File: config.mk
export PLATFORM = sky130hd
export DESIGN_NAME = trace_halfpin_ser
export DESIGN_NICKNAME = d
export VERILOG_FILES = /design/src/rtl/tps_pkg.sv /design/src/rtl/tps_slot_ctr.sv /design/src/rtl/tps_word_hold.sv /design/src/rtl/tps_clk_gen.sv /design/src/rtl/tps_lane_mux.sv /design/src/rtl/trace_halfpin_ser.sv
export SDC_FILE = /design/constraint.sdc
export NUM_CORES = 1
export LEC_CHECK = 0
export BUFFER_PORTS_ARGS = -buffer_cell sky130_fd_sc_hd__buf_2
export CORE_UTILIZATION = 48
export DETAILED_ROUTE_END_ITERATION = 8
export PLACE_DENSITY = 0.77
export SLEW_MARGIN = 20
export SYNTH_ARGS = -nofsm -noshare
export SYNTH_HDL_FRONTEND = slang
export SYNTH_HIERARCHICAL = 1
export SYNTH_SLANG_ARGS = --single-unit
File: constraint.sdc
create_clock -name clk -period 1.25 [get_ports clk]
set_input_delay 0 -clock clk [delete_from_list [all_inputs] [get_ports clk]]
set_output_delay 0 -clock clk [all_outputs]
set_load 0.005 [all_outputs]
File: src/rtl/tps_pkg.sv
`timescale 1ns/1ps
package tps_pkg;

    typedef enum logic [1:0] {
        MODE_FULL    = 2'b00,
        MODE_SPLIT   = 2'b01,
        MODE_HALFCLK = 2'b10,
        MODE_RSVD    = 2'b11
    } tps_mode_e;

    localparam int SLOT_COUNT = 4;
    localparam int SLOT_BITS  = $clog2(SLOT_COUNT);

    typedef logic [SLOT_BITS-1:0] slot_t;

    // frame cycle landmarks
    localparam slot_t SLOT_START = slot_t'(0);
    localparam slot_t SLOT_RISE  = slot_t'(1);
    localparam slot_t SLOT_MID   = slot_t'(2);
    localparam slot_t SLOT_LAST  = slot_t'(3);

    typedef struct packed {
        logic      vld;
        tps_mode_e mode;
    } frame_ctl_t;

    localparam frame_ctl_t CTL_IDLE = '{vld: 1'b0, mode: MODE_FULL};

    // the reserved code behaves as the full mode
    function automatic tps_mode_e decode_mode(input logic [1:0] code);
        case (code)
            2'b01:   return MODE_SPLIT;
            2'b10:   return MODE_HALFCLK;
            default: return MODE_FULL;
        endcase
    endfunction

    // trace clock level for the fixed (one pulse per frame) pattern
    function automatic logic fixed_tclk(input slot_t s);
        return (s == SLOT_RISE) || (s == SLOT_MID);
    endfunction

    // the first half of the frame carries the lower half in split mode
    function automatic logic lower_phase(input slot_t s);
        return s < SLOT_MID;
    endfunction

endpackage

File: src/rtl/tps_slot_ctr.sv
`timescale 1ns/1ps
module tps_slot_ctr
    import tps_pkg::*;
(
    input  logic  clk,
    input  logic  rst,
    output slot_t slot,
    output logic  frame_end
);

    slot_t slot_q;

    always_ff @(posedge clk) begin
        if (rst) begin
            slot_q <= SLOT_START;
        end else begin
            slot_q <= slot_q + slot_t'(1);
        end
    end

    assign slot      = slot_q;
    assign frame_end = (slot_q == SLOT_LAST);


    slot_advance_chk: assert property (@(posedge clk) disable iff (rst)
        !$past(rst) |-> slot_q == $past(slot_q) + slot_t'(1));

endmodule

File: src/rtl/tps_word_hold.sv
`timescale 1ns/1ps
module tps_word_hold
    import tps_pkg::*;
#(
    parameter int TRACE_W = 16
) (
    input  logic               clk,
    input  logic               rst,
    input  logic               frame_end,
    input  logic [TRACE_W-1:0] in_word,
    input  logic               in_vld,
    input  logic [1:0]         in_mode,
    output logic [TRACE_W-1:0] hold_word,
    output frame_ctl_t         ctl
);

    logic [TRACE_W-1:0] word_q;
    frame_ctl_t         ctl_q;

    always_ff @(posedge clk) begin
        if (rst) begin
            word_q <= '0;
            ctl_q  <= CTL_IDLE;
        end else if (frame_end) begin
            word_q    <= in_word;
            ctl_q.vld  <= in_vld;
            ctl_q.mode <= decode_mode(in_mode);
        end
    end

    assign hold_word = word_q;
    assign ctl       = ctl_q;


    ctl_boundary_chk: assert property (@(posedge clk) disable iff (rst)
        !$past(frame_end) |-> ($stable(ctl_q) && $stable(word_q)));

endmodule

File: src/rtl/tps_clk_gen.sv
`timescale 1ns/1ps
module tps_clk_gen
    import tps_pkg::*;
(
    input  logic       clk,
    input  logic       rst,
    input  slot_t      slot,
    input  frame_ctl_t ctl,
    output logic       tclk
);

    logic half_q;
    logic in_half;

    assign in_half = (ctl.mode == MODE_HALFCLK);

    // slow clock level: parked low outside half-rate mode, flips once per frame
    always_ff @(posedge clk) begin
        if (rst) begin
            half_q <= 1'b0;
        end else if (!in_half) begin
            half_q <= 1'b0;
        end else if (slot == SLOT_RISE) begin
            half_q <= ~half_q;
        end
    end

    assign tclk = in_half ? half_q : fixed_tclk(slot);


    half_hold_chk: assert property (@(posedge clk) disable iff (rst)
        (in_half && $past(in_half) && $past(slot) != SLOT_RISE) |-> $stable(tclk));


    half_flip_chk: assert property (@(posedge clk) disable iff (rst)
        (in_half && $past(in_half) && $past(slot) == SLOT_RISE) |-> tclk != $past(tclk));


    half_entry_chk: assert property (@(posedge clk) disable iff (rst)
        (in_half && !$past(in_half)) |-> !tclk);

endmodule

File: src/rtl/tps_lane_mux.sv
`timescale 1ns/1ps
module tps_lane_mux
    import tps_pkg::*;
#(
    parameter int TRACE_W = 16
) (
    input  slot_t              slot,
    input  logic [TRACE_W-1:0] hold_word,
    input  frame_ctl_t         ctl,
    output logic [TRACE_W-1:0] lanes
);

    localparam int HALF_W = TRACE_W / 2;

    logic [HALF_W-1:0] half_sel;

    assign half_sel = lower_phase(slot) ? hold_word[HALF_W-1:0]
                                        : hold_word[TRACE_W-1:HALF_W];

    always_comb begin
        lanes = '0;
        if (ctl.vld) begin
            if (ctl.mode == MODE_SPLIT) begin
                lanes[HALF_W-1:0] = half_sel;
            end else begin
                lanes = hold_word;
            end
        end
    end

endmodule

File: src/rtl/trace_halfpin_ser.sv
`timescale 1ns/1ps
module trace_halfpin_ser
    import tps_pkg::*;
#(
    parameter int TRACE_W = 16
) (
    input  logic               clk,
    input  logic               rst,
    input  logic [TRACE_W-1:0] trc_word,
    input  logic               trc_vld,
    input  logic [1:0]         trc_mode,
    output logic [TRACE_W-1:0] pin_data,
    output logic               pin_tclk
);

    localparam int HALF_W = TRACE_W / 2;

    slot_t              slot;
    logic               frame_end;
    logic [TRACE_W-1:0] hold_word;
    frame_ctl_t         ctl;

    tps_slot_ctr u_slot (
        .clk       (clk),
        .rst       (rst),
        .slot      (slot),
        .frame_end (frame_end)
    );

    tps_word_hold #(.TRACE_W(TRACE_W)) u_hold (
        .clk       (clk),
        .rst       (rst),
        .frame_end (frame_end),
        .in_word   (trc_word),
        .in_vld    (trc_vld),
        .in_mode   (trc_mode),
        .hold_word (hold_word),
        .ctl       (ctl)
    );

    tps_clk_gen u_clk (
        .clk  (clk),
        .rst  (rst),
        .slot (slot),
        .ctl  (ctl),
        .tclk (pin_tclk)
    );

    tps_lane_mux #(.TRACE_W(TRACE_W)) u_mux (
        .slot      (slot),
        .hold_word (hold_word),
        .ctl       (ctl),
        .lanes     (pin_data)
    );


    data_edge_quiet_chk: assert property (@(posedge clk) disable iff (rst)
        (slot == SLOT_RISE || slot == SLOT_LAST) |-> $stable(pin_data));


    split_upper_zero_chk: assert property (@(posedge clk) disable iff (rst)
        (ctl.mode == MODE_SPLIT) |-> pin_data[TRACE_W-1:HALF_W] == '0);


    idle_zero_chk: assert property (@(posedge clk) disable iff (rst)
        !ctl.vld |-> pin_data == '0);


    frame_start_low_chk: assert property (@(posedge clk) disable iff (rst)
        (slot == SLOT_START && ctl.mode != MODE_HALFCLK) |-> !pin_tclk);

endmodule

Word level (Yosys, flattened, before mapping)
Index checks and enable logic that the tools add are counted.
{"block": "op_classes", "add_sub_neg": 1, "order_cmp": 1, "eq_ne": 7, "n_mux": 6, "bitwise_logic": 2, "reduce_logical": 2}
{"op": "two-way mux 8 bit", "n": 3}
{"op": "two-way mux 16 bit", "n": 1}
{"op": "== test 2 bit (second input constant)", "n": 4}
{"op": "== test 2 x 1 -> 1 bit (second input constant)", "n": 3}
{"op": "case mux 2 bit (2 select lines)", "n": 1}
{"op": "adder 2 x 1 -> 2 bit (second input constant)", "n": 1}
{"op": "less-than comparator 2 bit (second input constant)", "n": 1}
{"op": "NOT 1 bit", "n": 2}
{"op": "OR reduction 2 bit", "n": 1}
{"op": "logical OR 1 bit", "n": 1}
{"op": "two-way mux 1 bit", "n": 1}
{"block": "totals", "reg_bits": 22, "input_bits": 21, "out_inout_bits": 17, "word_cells": 24}

Longest topological paths before layout
Gate-level depths: netlist (run 1).
{"block": "depth", "depth_word": 4, "depth_mapped": 4, "depth_no_buf": 4}

Hierarchy
The synthesis (run 1) kept the hierarchy.
{"mod": "tps_word_hold", "n_inst": 1, "cells_per_inst": 63, "area_each_um2": 686.9, "seq_area_each_um2": 380.4}
{"mod": "tps_lane_mux", "n_inst": 1, "cells_per_inst": 37, "area_each_um2": 249.0, "seq_area_each_um2": 0.0}
{"mod": "tps_clk_gen", "n_inst": 1, "cells_per_inst": 8, "area_each_um2": 81.3, "seq_area_each_um2": 20.0}
{"mod": "tps_slot_ctr", "n_inst": 1, "cells_per_inst": 5, "area_each_um2": 62.6, "seq_area_each_um2": 40.0}

Worst setup path after synthesis (run 1)
Ideal clock, no wire load.
{"block": "synth_timing", "path_type": "register -> register", "start": "reg u_slot.slot_q[0], in the netlist u_slot/slot[0]", "end": "reg u_hold.word_q[2], in the netlist u_hold/hold_word[2]", "setup_time_ns": 0.117, "arrival_time_ns": 0.919, "t_required_ns": 1.133, "setup_slack_ns": 0.213, "stages_incl_launch_ff": 5, "n_path_buf": 1, "period_less_slack_ns": 1.037, "path_cell_list": "dfxtp_1 > ha_1 > buf_6 > mux2i_1 > nor2_1"}
{"block": "synth_via", "elab_chain_len": 1}
{"element": "from (decl)", "line": "tps_slot_ctr.sv:11", "text": "slot_t slot_q;"}
{"element": "from (signal assigned)", "line": "tps_slot_ctr.sv:17", "text": "slot_q <= slot_q + slot_t'(1);"}
{"element": "== test 2 bit", "line": "tps_slot_ctr.sv:22", "text": "assign frame_end = (slot_q == SLOT_LAST);"}
{"element": "named net frame_end", "line": "trace_halfpin_ser.sv:19", "text": "logic frame_end;"}
{"element": "to (signal assigned)", "line": "tps_word_hold.sv:25", "text": "word_q <= in_word;"}
{"element": "to (decl)", "line": "tps_word_hold.sv:17", "text": "logic [TRACE_W-1:0] word_q;"}
The timed path passes the listed nets, and every way through them passes these cells.
A chain may end at the register's enable or synchronous reset.

Worst setup path in the final report (run 1)
{"block": "layout_timing", "start": "reg u_hold.ctl_q (netlist bit u_hold/ctl[1])", "end": "out pin_data[3]"}
{"block": "layout_via", "elab_chain_len": 3}
{"element": "from (decl)", "line": "tps_word_hold.sv:18", "text": "frame_ctl_t ctl_q;"}
{"element": "== test 2 x 1 -> 1 bit", "line": "tps_lane_mux.sv:23", "text": "if (ctl.mode == MODE_SPLIT) begin"}
{"element": "two-way mux 8 bit", "line": "tps_lane_mux.sv:23"}
{"element": "two-way mux 16 bit", "line": "tps_lane_mux.sv:22", "text": "if (ctl.vld) begin"}
{"element": "to (decl)", "line": "trace_halfpin_ser.sv:12", "text": "output logic [TRACE_W-1:0] pin_data,"}
No other way between the ends.

==> results.json, run 1 <==
{
  "status": "complete, but fails checks",
  "violations": "setup timing",
  "die_area_um2": 2440,
  "drt_first_pass_iters": 4,
  "area_delta_synth_final_pct": 46.4,
  "root_buffer": "clkbuf_4",
  "final_layout_size_suffix_gt1_share_pct": 35.1,
  "required_ns": 1.25,
  "p_int_mw": 1.03,
  "rows": 16,
  "hold_path_end": "u_hold/hold_word[12]",
  "synthTopCellsByArea": "dfxtp_1 (41%), mux2i_1 (23%), and3b_1 (7.3%)",
  "viasPerCell": 4.95,
  "synth_cells": 113,
  "period_share_pct": 116,
  "hold_depth": 2,
  "r2r_end": "u_hold/hold_word[7]",
  "synth_nets": 136,
  "cts_buffer_depth": 2,
  "drc_errors": 0,
  "final_nets": 195,
  "vdd.ir_drop.worst_mv": 0.688,
  "pwr_density_cell_nw_per_um2": 854,
  "synth_edf_count": 0,
  "cts.sinks": 22,
  "core_area_um2": 2040,
  "ys_types": 19,
  "post-synth-top-count-cell": "mux2i_1",
  "p_leak_nw": 0.669,
  "fp.dieH_um": 49.4,
  "fin_area_um2": 1580,
  "min_from": "rst",
  "clk_pin_slew_ns": 0.12,
  "slew_headroom_pct": 72.3,
  "setup_violations": 16,
  "grt-ovfl-total": 0,
  "antennaDiodeCount": 0,
  "async_flop_share_pct": 0,
  "p_comb_share_pct": 15.9,
  "crit_slowest_cell": "dfxtp_2",
  "seqPwrFrac_pct": 55.1,
  "grt_pass1_vias": 943,
  "maxCapViolCount": 0,
  "postLayoutSetupSlackWorst_ns": -0.198,
  "antenna_found_initial": 0,
  "yosys_warnings": 6,
  "crit_path_max_fanout": 8,
  "die_w_um": 49.4,
  "fin_skew_ns": 0.00557,
  "ant_nets": 0,
  "start_util_pct": 52.9,
  "swShare_pct": 23.5,
  "clock_power_share_pct": 29.0,
  "synthAdderAreaFrac_pct": 2.32,
  "r2r_setup_slack_ns": 0.07,
  "cp-end-kind": "output pin",
  "fmax_ghz": 0.690,
  "worst_setup_path_start_kind": "register",
  "track_usage_pct": 22.9,
  "num_vias": 981,
  "pin_count": 38,
  "hold_viol": 0,
  "r2r_start": "u_slot/slot[0]",
  "cts_tree": "done",
  "ys_seq_area_share_pct": 40.8,
  "hold_class": "in -> reg",
  "rsz0062_at_grt": "true",
  "cts.htree.levels": 1,
  "synth_top_flop_cell": "dfxtp_1",
  "drt_iter0_markers": 12,
  "period_needed_ns": 1.45,
  "synth.area.mux_share_pct": 23.2,
  "synthXorXnorAreaFrac_pct": 0.811,
  "yosysTopAreaCellShare_pct": 40.8,
  "ff2ff_path_depth": 4,
  "synth_top_area_cell": "dfxtp_1",
  "cp_slowest_stage_delay_ns": 0.34,
  "clock_latency_ns": 0.31,
  "cp_cell_sequence": "and3b_1, buf_6, mux2i_4, buf_2",
  "port_buffers": 37,
  "dpl_cell_area_um2": 1290,
  "dp.cells": 175,
  "gp_congestion": 0.792,
  "drv_slew": 0,
  "wirelength_um": 2600,
  "synth_top_family_by_area": "simple AND/OR/NAND/NOR gates",
  "fin_cells": 198,
  "grt_max_degree": 26,
  "synthSimpleGateAreaFrac_pct": 26.2,
  "cts_setup_buffers": 0,
  "syn_avg_cell_area_um2": 9.56,
  "yosys_register_bits": 22,
  "switching_power_mw": 0.317,
  "synth_compound_area_share_pct": 1.39,
  "grt_pass1_wl_um": 4220,
  "tightest_slew_ns": 0.415,
  "avgRoutedWirePerCell_um": 13.1,
  "finalCoreUtilization_pct": 77.4,
  "worst-setup-path-type": "reg -> out",
  "synthTopCellsByCount": "mux2i_1 (25), dfxtp_1 (22), nor2_1 (18)",
  "synth_area_um2": 1080,
  "cts_buffers": 3,
  "cp.arrival_ns": 1.45
}
[per-stage QoR]
step	TNS [ns]	hold WS (ns)	setup WS (ns)	total power, mW
global placement	0	0.233	0.158	0.905
finish	-1.30	0.0941	-0.198	1.35
CTS	-1.10	0.0894	-0.136	1.36
detailed placement	0	0.242	0.0807	0.912
floorplan	0	0.0697	0.213	0.849
global route	-2.35	0.108	-0.267	1.41
[kinds of logic (layout without fill, tap and decap cells)]
group,after synthesis,count (layout)
AND/OR/NAND/NOR,52,52
multiplexers,25,25
flip-flops,22,22
buffers and inverters,8,66
AO/OA/AOI/OAI,3,3
adder cells (fa/ha/maj),2,2
XOR/XNOR,1,1
[sequential cells by signal (all words and copies together) (netlist names)]
name              cells
u_hold/ctl            3
u_slot/slot           2
u_hold/hold_word     16
u_clk/half_q          1
[critical path: cells and delay by family, from the launching register on]
kind | cells | cell delay (ns)
DFF | 1 | 0.34
buffers and inverters | 2 | 0.33
muxes | 1 | 0.24
and+or+nand+nor | 1 | 0.22
[layout make-up]
cell class	count	area, µm²
fillers	144	462
multi-input cells	83	629
repair buffers	61	429
well taps	27	33.8
flip-flops and latches	22	448
clock buffers	4	36.3
inverters	1	3.75
[cell usage in the layout, fill, tap and decap left out, drive strengths merged]
cell type     n
and2b         1
nor3          1
nand3b        2
a21oi         3
buf          42
inv           1
dlygate4sd3  19
xnor2         1
nor2b         1
ha            2
dfxtp        22
and3b         9
clkbuf        4
mux2i        25
nor3b         1
nand2        16
nor2         18
nand2b        3
[how the worst max path moves through the flow]
stage	from	end
after CTS	u_hold/ctl[1]	pin_data[6]
after global routing	u_hold/ctl[1]	pin_data[3]
after detailed placement	u_slot/slot[0]	u_hold/hold_word[0]
after global placement	u_slot/slot[0]	u_hold/hold_word[10]
after floorplan	u_slot/slot[0]	u_hold/hold_word[2]
final	u_hold/ctl[1]	pin_data[3]
[power groups by stage]
stage	sequential [mW]	clock (mW)	combinational (mW)
CTS	0.745	0.402	0.209
finish	0.744	0.391	0.214
detailed placement	0.759	0	0.153
global placement	0.757	0	0.148
global route	0.748	0.425	0.232
floorplan	0.755	0	0.0938
[routing by layer]
metal | track usage [%] | routed length [µm] | vias to the layer above
met5 | 0 | 0 | -
met1 | 25.2 | 1060 | 455
met4 | 6.67 | 76 | 0
met3 | 4.67 | 95 | 9
met2 | 43.4 | 1370 | 26
li1 | - | - | 491
[repair_timing]
item / in CTS / in global routing
endpoints found under the setup margin: 17 / 34
hold buffers: 19 / 0
endpoints found under the hold margin: 19 / 0
resized for setup: 5 / 9
(Power assumes the default switching activity.)
==> run 2, diff against run 1 <==
==> constraint.sdc (replaced) <==
create_clock -name clk -period 1.5 [get_ports clk]
set_input_delay 0 -clock clk [delete_from_list [all_inputs] [get_ports clk]]
set_output_delay 0 -clock clk [all_outputs]
set_load 0.005 [all_outputs]
==> run 2 against run 1 <==
The flow now finishes without violations. Critical path depth did not move. Sequential share of layout area rose by 0.96 points. Flip-flop and latch count did not move. Combinational power fell by 22%. Register-to-register slack improved by 0.08 ns. Critical path type unchanged. Largest power group unchanged. Highest routed layer unchanged.
==> results.json, run 2 (same netlist as run 1, synthesis figures left out) <==
{
  "status": "finished clean",
  "fp.dieH_um": 49.4,
  "period_share_pct": 95.0,
  "drt_iter0_markers": 25,
  "antennaDiodeCount": 0,
  "crit_path_max_fanout": 8,
  "pin_count": 38,
  "fin_area_um2": 1530,
  "final.fill_count": 150,
  "gp_congestion": 0.788,
  "multi_input_area_um2": 586,
  "avgRoutedWirePerCell_um": 13.9,
  "fin_skew_ns": 0.00193,
  "layout_common_cells": "buf_2 (37), mux2i_1 (24), dlygate4sd3_1 (19), dfxtp_1 (19), nor2_1 (18)",
  "largest_reg_flops": 16,
  "cts_buffers": 3,
  "p_total_mw": 1.11,
  "port_buffers": 37,
  "drv_slew": 0,
  "cts.sinks": 22,
  "die_area_um2": 2440,
  "grt_max_degree": 26,
  "final_nets": 196,
  "viasPerCell": 5.12,
  "track_usage_pct": 24.0,
  "wirelength_um": 2770,
  "root_buffer": "clkbuf_4",
  "period_needed_ns": 1.43,
  "clk_pin_slew_ns": 0.12,
  "hold_class": "in -> reg",
  "grt-ovfl-total": 0,
  "drc_errors": 0,
  "worst_setup_path_start_kind": "register",
  "pwr_density_cell_nw_per_um2": 724,
  "fmax_ghz": 0.702,
  "grt_pass1_vias": 966,
  "cts_tree": "done",
  "tightest_slew_ns": 0.419,
  "num_vias": 1019,
  "cp.arrival_ns": 1.43,
  "antenna_found_initial": 0,
  "required_ns": 1.50,
  "register_area_um2": 449,
  "vdd.ir_drop.worst_mv": 0.491,
  "finalCoreUtilization_pct": 75.1,
  "maxCapViolCount": 0,
  "start_util_pct": 52.9,
  "ant_nets": 0,
  "crit_slowest_cell": "dfxtp_4",
  "slew_headroom_pct": 72.0,
  "final_layout_size_suffix_gt1_share_pct": 32.0,
  "core_area_um2": 2040,
  "dpl_cell_area_um2": 1270,
  "hold_viol": 0,
  "cts_buffer_depth": 2,
  "cp_cell_sequence": "and3b_1, buf_6, mux2i_2, buf_2",
  "cp_slowest_stage_delay_ns": 0.36,
  "setup_violations": 0,
  "area_delta_synth_final_pct": 41.9,
  "layout_commonest_cell": "buf_2",
  "holdWs_ns": 0.0993,
  "cp-end-kind": "output pin",
  "p_leak_nw": 0.669,
  "rows": 16,
  "critPathBufInv": 2,
  "post-dp-hpwl_um": 1680,
  "clock_latency_ns": 0.30,
  "drt_first_pass_iters": 4,
  "critPathTopFamily": "flip-flops",
  "worst-setup-path-type": "reg -> out",
  "cts.htree.levels": 1,
  "rsz0062_at_grt": "true",
  "grt_pass1_wl_um": 4450,
  "die_w_um": 49.4
}
[run 2: cell types whose count changed in the layout (fill, tap and decap cells not counted), sizes merged]
cell / before / now
buf: 42 / 43
[run 2: cell type report]
class                      instances  share of cell area [%]
multi-input combinational         83                    38.2
inverter                           1                   0.245
tap                               27                    2.20
timing repair buffer              62                    27.7
clock buffer                       4                    2.37
sequential                        22                    29.3
[run 2: per-stage QoR]
stage	setup WS (ns)	TNS [ns]	cells
2_1_floorplan	0.463	0	113
3_3_place_gp	0.393	0	174
3_5_place_dp	0.325	0	174
4_1_cts	0.0335	0	197
5_1_grt	-0.00206	-0.00206	199
6_report	0.0746	0	199
[run 2: timing repair]
| item | CTS | global route |
|---|---|---|
| hold buffers | 19 | 0 |
| hold endpoints to repair | 19 | 0 |
| setup buffers | 0 | 2 |
| endpoints found under the setup margin | 0 | 9 |
| resized for setup | 0 | 7 |
[run 2: worst paths after layout]
kind / startpoint / endpoint / slack (ns) / cells past startpoint
min: rst / u_hold/hold_word[8] / 0.1 / 2
min reg2reg: u_slot/slot[0] / u_slot/slot[0] / 0.51 / 1
max: u_hold/ctl[1] / pin_data[3] / 0.07 / 4
max reg2reg: u_slot/slot[0] / u_hold/hold_word[10] / 0.15 / 4
[run 2: per-layer routing]
metal / GRT usage [%] / up-vias / part of all wire (%)
li1: - / 496 / -
met1: 29.1 / 482 / 45
met2: 41.8 / 33 / 48
met3: 4.05 / 8 / 4.7
met4: 9.05 / 0 / 2.4
met5: 0 / - / 0
[run 2: report_power, final]
part | internal, mW | switching [mW]
clock | 0.148 | 0.176
combinational | 0.0959 | 0.0706
sequential | 0.603 | 0.0153
total | 0.847 | 0.262
